### src/rtl/adc_irq_pkg.sv
package adc_irq_pkg;

  localparam int NUM_SRC = 3;

  // Clear has priority over set; otherwise the flag holds.
  function automatic logic next_pend(input logic cur, input logic set, input logic clr);
    if (clr)      return 1'b0;
    else if (set) return 1'b1;
    else          return cur;
  endfunction

endpackage

### src/rtl/adc_irq_cmp.sv
module adc_irq_cmp #(
  parameter int CNT_W = 12
) (
  input  logic             clk,
  input  logic             rst_n,
  input  logic [CNT_W-1:0] occupancy,
  input  logic [CNT_W-1:0] threshold,
  input  logic             enable,
  output logic             hit,
  output logic             rise
);

  function automatic logic reached(input logic [CNT_W-1:0] occ, input logic [CNT_W-1:0] thr);
    return occ >= thr;
  endfunction

  logic hit_q;

  assign hit  = enable && reached(occupancy, threshold);
  assign rise = hit && !hit_q;

  always_ff @(posedge clk or negedge rst_n) begin
    if (!rst_n) hit_q <= 1'b0;
    else        hit_q <= hit;
  end

endmodule

### src/rtl/adc_irq_latch.sv
module adc_irq_latch (
  input  logic clk,
  input  logic rst_n,
  input  logic set,
  input  logic clr_wr,
  input  logic enable,
  output logic pend
);

  logic clr_any;

  assign clr_any = clr_wr || !enable;

  always_ff @(posedge clk or negedge rst_n) begin
    if (!rst_n) pend <= 1'b0;
    else        pend <= adc_irq_pkg::next_pend(pend, set, clr_any);
  end

endmodule

### src/rtl/adc_irq_merge.sv
module adc_irq_merge #(
  parameter int N = 3
) (
  input  logic [N-1:0] req,
  output logic         line
);

  assign line = |req;

endmodule

### src/rtl/adc_thresh_irq.sv
module adc_thresh_irq #(
  parameter int CNT_W = 12
) (
  input  logic             clk,
  input  logic             rst_n,
  input  logic [CNT_W-1:0] occupancy,
  input  logic [CNT_W-1:0] threshold,
  input  logic             int_en,
  input  logic             clr_wr,
  input  logic             ext_a,
  input  logic             ext_b,
  output logic             pend_stat,
  output logic             irq
);

  localparam int NSRC = adc_irq_pkg::NUM_SRC;

  logic            cmp_hit;
  logic            cmp_rise;
  logic            conv_pend;
  logic [NSRC-1:0] src_vec;

  adc_irq_cmp #(.CNT_W(CNT_W)) u_cmp (
    .clk      (clk),
    .rst_n    (rst_n),
    .occupancy(occupancy),
    .threshold(threshold),
    .enable   (int_en),
    .hit      (cmp_hit),
    .rise     (cmp_rise)
  );

  adc_irq_latch u_latch (
    .clk   (clk),
    .rst_n (rst_n),
    .set   (cmp_rise),
    .clr_wr(clr_wr),
    .enable(int_en),
    .pend  (conv_pend)
  );

  assign src_vec = {ext_b, ext_a, conv_pend};

  adc_irq_merge #(.N(NSRC)) u_merge (
    .req (src_vec),
    .line(irq)
  );

  assign pend_stat = conv_pend;

endmodule

### config.mk
export PLATFORM = sky130hd
export DESIGN_NAME = adc_thresh_irq
export DESIGN_NICKNAME = d
export VERILOG_FILES = /design/src/rtl/adc_irq_pkg.sv /design/src/rtl/adc_irq_cmp.sv /design/src/rtl/adc_irq_latch.sv /design/src/rtl/adc_irq_merge.sv /design/src/rtl/adc_thresh_irq.sv
export SDC_FILE = /design/constraint.sdc
export NUM_CORES = 1
export LEC_CHECK = 0
export ABC_AREA = 1
export BUFFER_PORTS_ARGS = -buffer_cell sky130_fd_sc_hd__clkbuf_2
export CAP_MARGIN = 20
export CELL_PAD_IN_SITES_DETAIL_PLACEMENT = 0
export CELL_PAD_IN_SITES_GLOBAL_PLACEMENT = 2
export CORE_MARGIN = 3
export CORE_UTILIZATION = 17
export CTS_CLUSTER_DIAMETER = 200
export DETAILED_ROUTE_END_ITERATION = 16
export PLACE_DENSITY_LB_ADDON = 0.25
export SYNTH_ARGS = -nofsm -noshare
export SYNTH_HDL_FRONTEND = slang
export SYNTH_SLANG_ARGS = --single-unit
export TNS_END_PERCENT = 100
### constraint.sdc
create_clock -name clk -period 0.8 [get_ports clk]
set_input_delay 0.08 -clock clk [delete_from_list [all_inputs] [get_ports clk]]
set_output_delay 0.08 -clock clk [all_outputs]
set_load 0.01 [all_outputs]
Yosys cells after proc, flatten, opt, wreduce, memory -nomap -nowiden --
Index checks and enable logic that the tools add are counted.
Operators by class: magnitude comparators 1, reductions and logical operators 7, multiplexer cells 2
Operators by type and width (number):
- greater-or-equal comparator 12 bit | 1
- OR reduction 3 bit | 1
- logical AND 1 bit | 2
- logical NOT 1 bit | 2
- two-way mux 1 bit | 2
- nonzero test 2 bit | 1
- logical OR 1 bit | 1
Word-level totals: flip-flop bits (word level) 2, logic and storage cells 12

Logic depth before layout (Yosys ltp) --
Gate-level depths: netlist of run 1.
depth in word-level cells 5, mapped depth 11

Modules after synthesis --
Synthesis of run 1 repeated with hierarchy kept, for this count alone.
Unflattened totals: cell total of the unflattened synthesis 70, area total of the unflattened synthesis 424.2 um2
Modules (own cells, without submodules):
- adc_irq_cmp | cells each 62, area each 372.9 um2, instances 1
- adc_irq_latch | cells each 5, area each 40.0 um2, instances 1
- adc_irq_merge | cells each 3, area each 11.3 um2, instances 1

Least setup slack after synthesis of run 1 --
No wires, ideal clock.
path kind input -> register, from in threshold[11], to reg u_latch.pend, required time 0.727 ns, slack -0.252 ns, stages 10, setup time 0.073 ns, arrival time 0.979 ns, path through inv_1 ha_1 nand2_1 nor2_2 nand2_2 nor2_2 nand2_1 nand2_1 nand3_2 a21oi_2
Between the ends: word-level cells in the longest chain between the ends 4
RTL lines:
- from (decl) | line adc_thresh_irq.sv:7 | input logic [CNT_W-1:0] threshold,
- greater-or-equal comparator 12 bit | line adc_irq_cmp.sv:14 | return occ >= thr;
- logical AND 1 bit | line adc_irq_cmp.sv:19 | assign hit = enable && reached(occupancy, threshold);
- logical AND 1 bit | line adc_irq_cmp.sv:20 | assign rise = hit && !hit_q;
- nonzero test 2 bit (no source line)
- to (signal assigned) | line adc_irq_latch.sv:16 | else pend <= adc_irq_pkg::next_pend(pend, set, clr_any);
- to (decl) | line adc_irq_latch.sv:7 | output logic pend
No other way between the ends. A chain may end at the register's enable or synchronous reset.

Worst setup path after layout of run 1 --
from in threshold[9], to reg u_latch.pend
The elaborated chain is that of the path after synthesis.

==> reports/qor.yml, run 1 <==
routing:
  routedWlPerCell_um: 7.02
  drc_errors: 0
  routed.top_layer: "met3"
  wl_met1_um: 390
  via_count: 500
  first_pass_iters: 2
  wl_met2_um: 473
  ant_nets: 0
  first_iter_violations: 11
  avgViaCountPerCell: 3.76
  wl_met3_um: 71
  finalWirelength_um: 934
worst_setup_path:
  required_ps: 950
  path_max_fanout: 2
  criticalPathCategory: "primary input to register"
  arrival_ps: 1110
  startpoint_type: "primary input"
  cp-end-kind: "register"
clock_network:
  cts_root_buf: "clkbuf_4"
  cts_tree: "built"
  h-tree-depth: 1
  cts_buffer_depth: 2
  clock_latency_ps: 220
  cts_buffers: 3
  cts_sinks: 2
  path_clk_slew_ps: 30
yosys:
  yosys.cell_types.count: 12
  async_reset_ff_frac: 1.00
  syn_nets: 111
  synth_most_common_cell: "inv_1"
  synthTopCellsByCount: "22 x inv_1, 19 x nand2_1, 12 x ha_1, 3 x a21oi_1, 3 x nor2_1"
  ys_ff_latch: 2
  ys_warn_count: 0
  synthTopCellsByArea: "ha_1 34%, inv_1 19%, nand2_1 16%"
  synth_top_area_share: 0.345
  synth-seq-area-share: 0.115
  postSynthCellCount: 69
  synth_enable_flop_cells: 0
  yosys.area.top_type: "ha_1"
  avgSynthCellArea_um2: 6.31
  synthFlopType: "dfrtp_1"
  syn_area_um2: 435
place:
  globalplace.congestion: 0.601
  place_hpwl_um: 914
  io_buffers: 31
  placed_cell_area_um2: 703
run_status:
  outcome: "finished with violations"
  violations: "setup timing"
pwr:
  p_leak_nw: 0.464
  ir_drop_uv: 305
  p_per_area_mw_per_mm2: 843
  total_power_mw: 0.657
timing:
  drv_slew: 0
  setup_viol: 4
  finalSetupTns_ps: -361
  min_period_ps: 956
  slew-limit-headroom: 0.892
  period_share: 1.19
  max_freq_ghz: 1.05
  hold_viol: 0
  fin_ws_ps: -156
  rsz0062_at_grt: "true"
  fin_skew_ps: 0.355
  worstMarginPinSlew_ps: 160
cells_and_area:
  antenna-diode-count: 0
  final_nets: 149
  syn2layout_area_growth_pct: 79.0
  finalInstanceArea_um2: 779
  layout-drive-gt1-share: 0.505
grt:
  grt_pass1_vias: 522
  grt_overflow: 0
  grt_pass1_wl_um: 1920
  grt_util_all_layers: 0.0721
  grt_max_degree: 4
  grt_antenna_before_repair: 0
die:
  chipWidth_um: 56.6
  die_h_um: 56.6
  dieArea_mm2: 0.00320
  rows: 17
  initial_core_util: 0.188
  io_pins: 32
  core_mm2: 0.00232
hold_path:
  hold_class: "primary input to register"
run:
  drv_cap: 0
==> layer usage <==
metal,GRT usage,vias to the layer above
li1,-,277
met1,0.0903,205
met2,0.116,18
met3,0.0115,0
met4,0.0407,0
met5,0,-
==> logic make-up after synthesis <==
| group | share of synthesized area |
|---|---|
| adder cells (fa/ha/maj) | 0.345 |
| flip-flops | 0.115 |
| AND/OR/NAND/NOR | 0.279 |
| AO/OA/AOI/OAI | 0.0718 |
| buffers and inverters | 0.190 |
==> layout make-up <==
cell class	instances	area (um^2)
repair buffers	33	189
fillers	279	1540
clock buffers	3	22.5
flip-flops and latches	2	50.0
well taps	28	35.0
multi-input cells	45	378
inverters	22	105
==> sequential cells by signal, summed over array words and instances, names as in the netlist <==
name / count
u_cmp.hit_q: 1
u_latch.pend: 1
==> cell usage in the layout (no fill, tap or decap), types with 2 or more instances in the layout <==
cell type and n:
a21oi_1 3, clkbuf_2 28, clkbuf_4 3, dfrtp_1 2, ha_1 8, ha_4 4, inv_1 17, inv_4 2
nand2_1 17, nand2_4 2, nand3_1 2, nor2_2 3
==> critical path, stage by stage <==
cell     delay [ps]
buf_8            90
inv_12           30
ha_4            260
nand2_4          50
nor2_4          110
nand2_2          70
nor2_2          100
nand2_1          60
nand2_1          70
nand3_2          60
a21oi_2         130
==> power by group <==
| group | total (mW) | internal [mW] | switching, mW |
|---|---|---|---|
| clock | 0.219 | 0.165 | 0.0539 |
| combinational | 0.328 | 0.173 | 0.155 |
| sequential | 0.111 | 0.108 | 0.00235 |
| total | 0.657 | 0.446 | 0.211 |
==> what timing repair did <==
| item | 4_1_cts | 5_1_grt |
|---|---|---|
| setup endpoints to repair | 4 | 4 |
| setup buffers | 0 | 1 |
| resized for setup | 4 | 9 |
| pin swaps | 6 | 9 |
| hold buffers | 1 | 0 |
| endpoints found under the hold margin | 2 | 0 |
==> stage by stage <==
step / setup slack [ps] / hold slack, ps / std cells / utilization
floorplan: -229 / -216 / 69 / -
global placement: -475 / -133 / 128 / 0.303
detailed placement: -515 / -129 / 128 / 0.303
CTS: -159 / 87.7 / 132 / 0.325
global route: -274 / 125 / 133 / 0.336
finish: -156 / 95.8 / 133 / 0.336
==> final timing paths <==
kind / startpoint / endpoint / slack [ps] / depth (start not counted)
setup / recovery: threshold[9] / u_latch.pend / -160 / 11
hold / removal: clr_wr / u_latch.pend / 100 / 4
setup reg to reg: u_latch.pend / u_latch.pend / 110 / 3
hold reg to reg: u_cmp.hit_q / u_latch.pend / 510 / 3
max in group asynchronous: rst_n / u_cmp.hit_q / 520 / 2
min in group asynchronous: rst_n / u_latch.pend / 180 / 2
(Power assumes the default switching activity.)
==> run 2: changes to the inputs <==
--- a/config.mk
+++ b/config.mk
@@ -10,11 +10,12 @@
 export CAP_MARGIN = 20
 export CELL_PAD_IN_SITES_DETAIL_PLACEMENT = 0
 export CELL_PAD_IN_SITES_GLOBAL_PLACEMENT = 2
-export CORE_MARGIN = 3
+export CORE_MARGIN = 1.5
 export CORE_UTILIZATION = 17
 export CTS_CLUSTER_DIAMETER = 200
 export DETAILED_ROUTE_END_ITERATION = 16
 export PLACE_DENSITY_LB_ADDON = 0.25
+export SKIP_LAST_GASP = 1
 export SYNTH_ARGS = -nofsm -noshare
 export SYNTH_HDL_FRONTEND = slang
 export SYNTH_SLANG_ARGS = --single-unit
==> run 2 against run 1 <==
The run still ends with setup timing left. Critical path depth unchanged. Die area decreased by 10%. Worst setup slack improved by 38 ps. Global-route usage increased by 0.45 points. Clock power increased by 3%. Clock-buffer cell count unchanged. Fmax increased by 4.1%. Via count decreased by 0.40%. Sequential cell count unchanged. Final cell count increased by 1.5%. Critical path type unchanged.
==> reports/qor.yml, run 2 (synthesis results as in run 1) <==
timing:
  finalSetupTns_ps: -265  # +96.6 ps
  worstMarginPinSlew_ps: 177  # +16.9 ps
  rsz0062_at_grt: "true"
  slew-limit-headroom: 0.882  # -0.0103
  min_period_ps: 918  # -37.7 ps
  period_share: 1.15  # -0.0471
  fin_ws_ps: -118  # +37.7 ps
  hold_viol: 0  # unchanged
  drv_slew: 0  # unchanged
  fin_skew_ps: 2.79  # +2.44 ps
  setup_viol: 4  # unchanged
  max_freq_ghz: 1.09  # +4.1%
worst_setup_path:
  criticalPathCategory: "primary input to register"
  r2r_start: "u_cmp.hit_q"
  cp-end-kind: "register"
  r2r_cells: 3  # unchanged
  startpoint_type: "primary input"
  r2r_slack_ps: 130  # +20 ps
  path_max_fanout: 2  # unchanged
  required_ps: 960  # about the same
  r2r-end: "u_latch.pend"
  arrival_ps: 1070  # -40 ps
cells_and_area:
  antenna-diode-count: 0  # unchanged
  finalInstanceArea_um2: 798  # +2.4%
  layout_common_cells: "27 x clkbuf_2, 17 x inv_1, 17 x nand2_1"
  syn2layout_area_growth_pct: 83.3
  final_nets: 149  # unchanged
  final_common_cell: "clkbuf_2"
  layout-drive-gt1-share: 0.514  # +0.00952
  reg_top3: "u_cmp.hit_q: 1 flops, u_latch.pend: 1 flops"
pwr:
  p_int_mw: 0.455  # +2.0%
  total_power_mw: 0.672  # +2.3%
  p_per_area_mw_per_mm2: 842  # -0.13%
  p_leak_nw: 0.468  # +0.94%
  sequentialPowerShare: 0.164  # -0.004
  power.switching_mw: 0.217  # +2.8%
  p_comb_frac: 0.501  # +0.002
  pwr-share-clk: 0.335  # +0.002
  ir_drop_uv: 285  # -6.7%
  swShare: 0.323  # +0.00158
die:
  io_pins: 32  # unchanged
  rows: 18  # +1
  die_h_um: 53.6  # -5.3%
  initial_core_util: 0.177  # -0.0104
  core_mm2: 0.00245  # +5.9%
  chipWidth_um: 53.6  # -5.3%
  dieArea_mm2: 0.00287  # -10%
clock_network:
  cts_root_buf: "clkbuf_4"
  h-tree-depth: 1  # unchanged
  cts_sinks: 2  # unchanged
  path_clk_slew_ps: 30  # about the same
  cts_buffer_depth: 2  # unchanged
  clock_latency_ps: 230  # about the same
  cts_tree: "built"
  cts_buffers: 3  # unchanged
hold_path:
  holdPathEnd: "u_latch.pend"
  hold_class: "primary input to register"
  hp-start: "clr_wr"
  worstHoldPathCells: 4  # unchanged
grt:
  grt_util_all_layers: 0.0765  # +0.00445
  grt_pass1_wl_um: 1560  # -19%
  globalRouteMet3Util: 0.0167  # +0.00517
  grt_antenna_before_repair: 0  # unchanged
  gr-usage-met1: 0.0821  # -0.00821
  grt_pass1_vias: 464  # -11%
  grt_max_degree: 4  # unchanged
  grt_busiest_layer: "met2"
  grt_overflow: 0  # unchanged
  grtUsageMet2: 0.128  # +0.0121
routing:
  routedWlPerCell_um: 6.50  # -7.5%
  finalWirelength_um: 877  # -6.1%
  ant_nets: 0  # unchanged
  first_pass_iters: 2  # unchanged
  first_iter_violations: 1  # -10
  drc_errors: 0  # unchanged
  via_count: 498  # -0.40%
  avgViaCountPerCell: 3.69  # -1.9%
place:
  dp_slack_ps: -481  # +33.6 ps
  place_hpwl_um: 818  # -10%
  io_buffers: 31  # unchanged
  globalplace.congestion: 0.670  # +12%
  placed_cell_area_um2: 706  # +0.36%
run:
  drv_cap: 0  # unchanged
run_status:
  violations: "setup timing"
  outcome: "finished with violations"
-- run 2: critical path, stage by stage --
cell and delay (ps):
buf_8 90, inv_12 30, ha_4 260, nand2_4 40, nor2_4 100, nand2_2 70
nor2_2 110, nor2_2 40, nand2_1 60, nand3_2 60, a21oi_2 120
-- run 2: power groups by stage --
stage	clock network (mW)	registers (mW)	logic [mW]
final	0.225	0.110	0.337
after global routing	0.234	0.111	0.393
after CTS	0.238	0.111	0.314
after detailed placement	0	0.111	0.292
after global placement	0	0.111	0.290
after floorplan	0	0.112	0.172
-- run 2: per-layer routing --
metal  wire [um]  share of wire  vias to the layer above
met3          47          0.054                        0
met2         478           0.55                       13
met5           0              0                        -
li1            -              -                      277
met1         350           0.40                      208
met4           0              0                        0
-- run 2: area by class of cell --
class | instances | area, um^2
clock buffer | 3 | 22.5
inverter | 22 | 105
tap | 30 | 37.5
timing repair buffer | 33 | 201
multi-input combinational | 45 | 382
sequential | 2 | 50.0
fill | 275 | 1660
-- run 2: through the flow --
stage	instances	hold WS [ps]	utilization
final	135	86.3	0.325
after global routing	135	90.9	0.325
after CTS	134	81.9	0.308
after detailed placement	130	-130	0.287
after global placement	130	-131	0.287
after floorplan	69	-216	-
-- run 2: worst max path at each step --
stage	end	cells past startpoint	slack [ps]	start
after floorplan	u_latch.pend	10	-230	threshold[9]
after global placement	u_latch.pend	11	-470	threshold[9]
after detailed placement	u_latch.pend	11	-480	threshold[9]
after CTS	u_latch.pend	11	-140	threshold[11]
after global routing	u_latch.pend	11	-200	threshold[9]
final	u_latch.pend	11	-120	threshold[9]
-- run 2: repair_timing --
item | 4_1_cts | 5_1_grt
setup endpoints to repair | 4 | 4
hold buffers | 1 | 0
buffers inserted | 0 | 1
pin swaps | 7 | 9
resized for setup | 5 | 11
hold endpoints to repair | 2 | 0
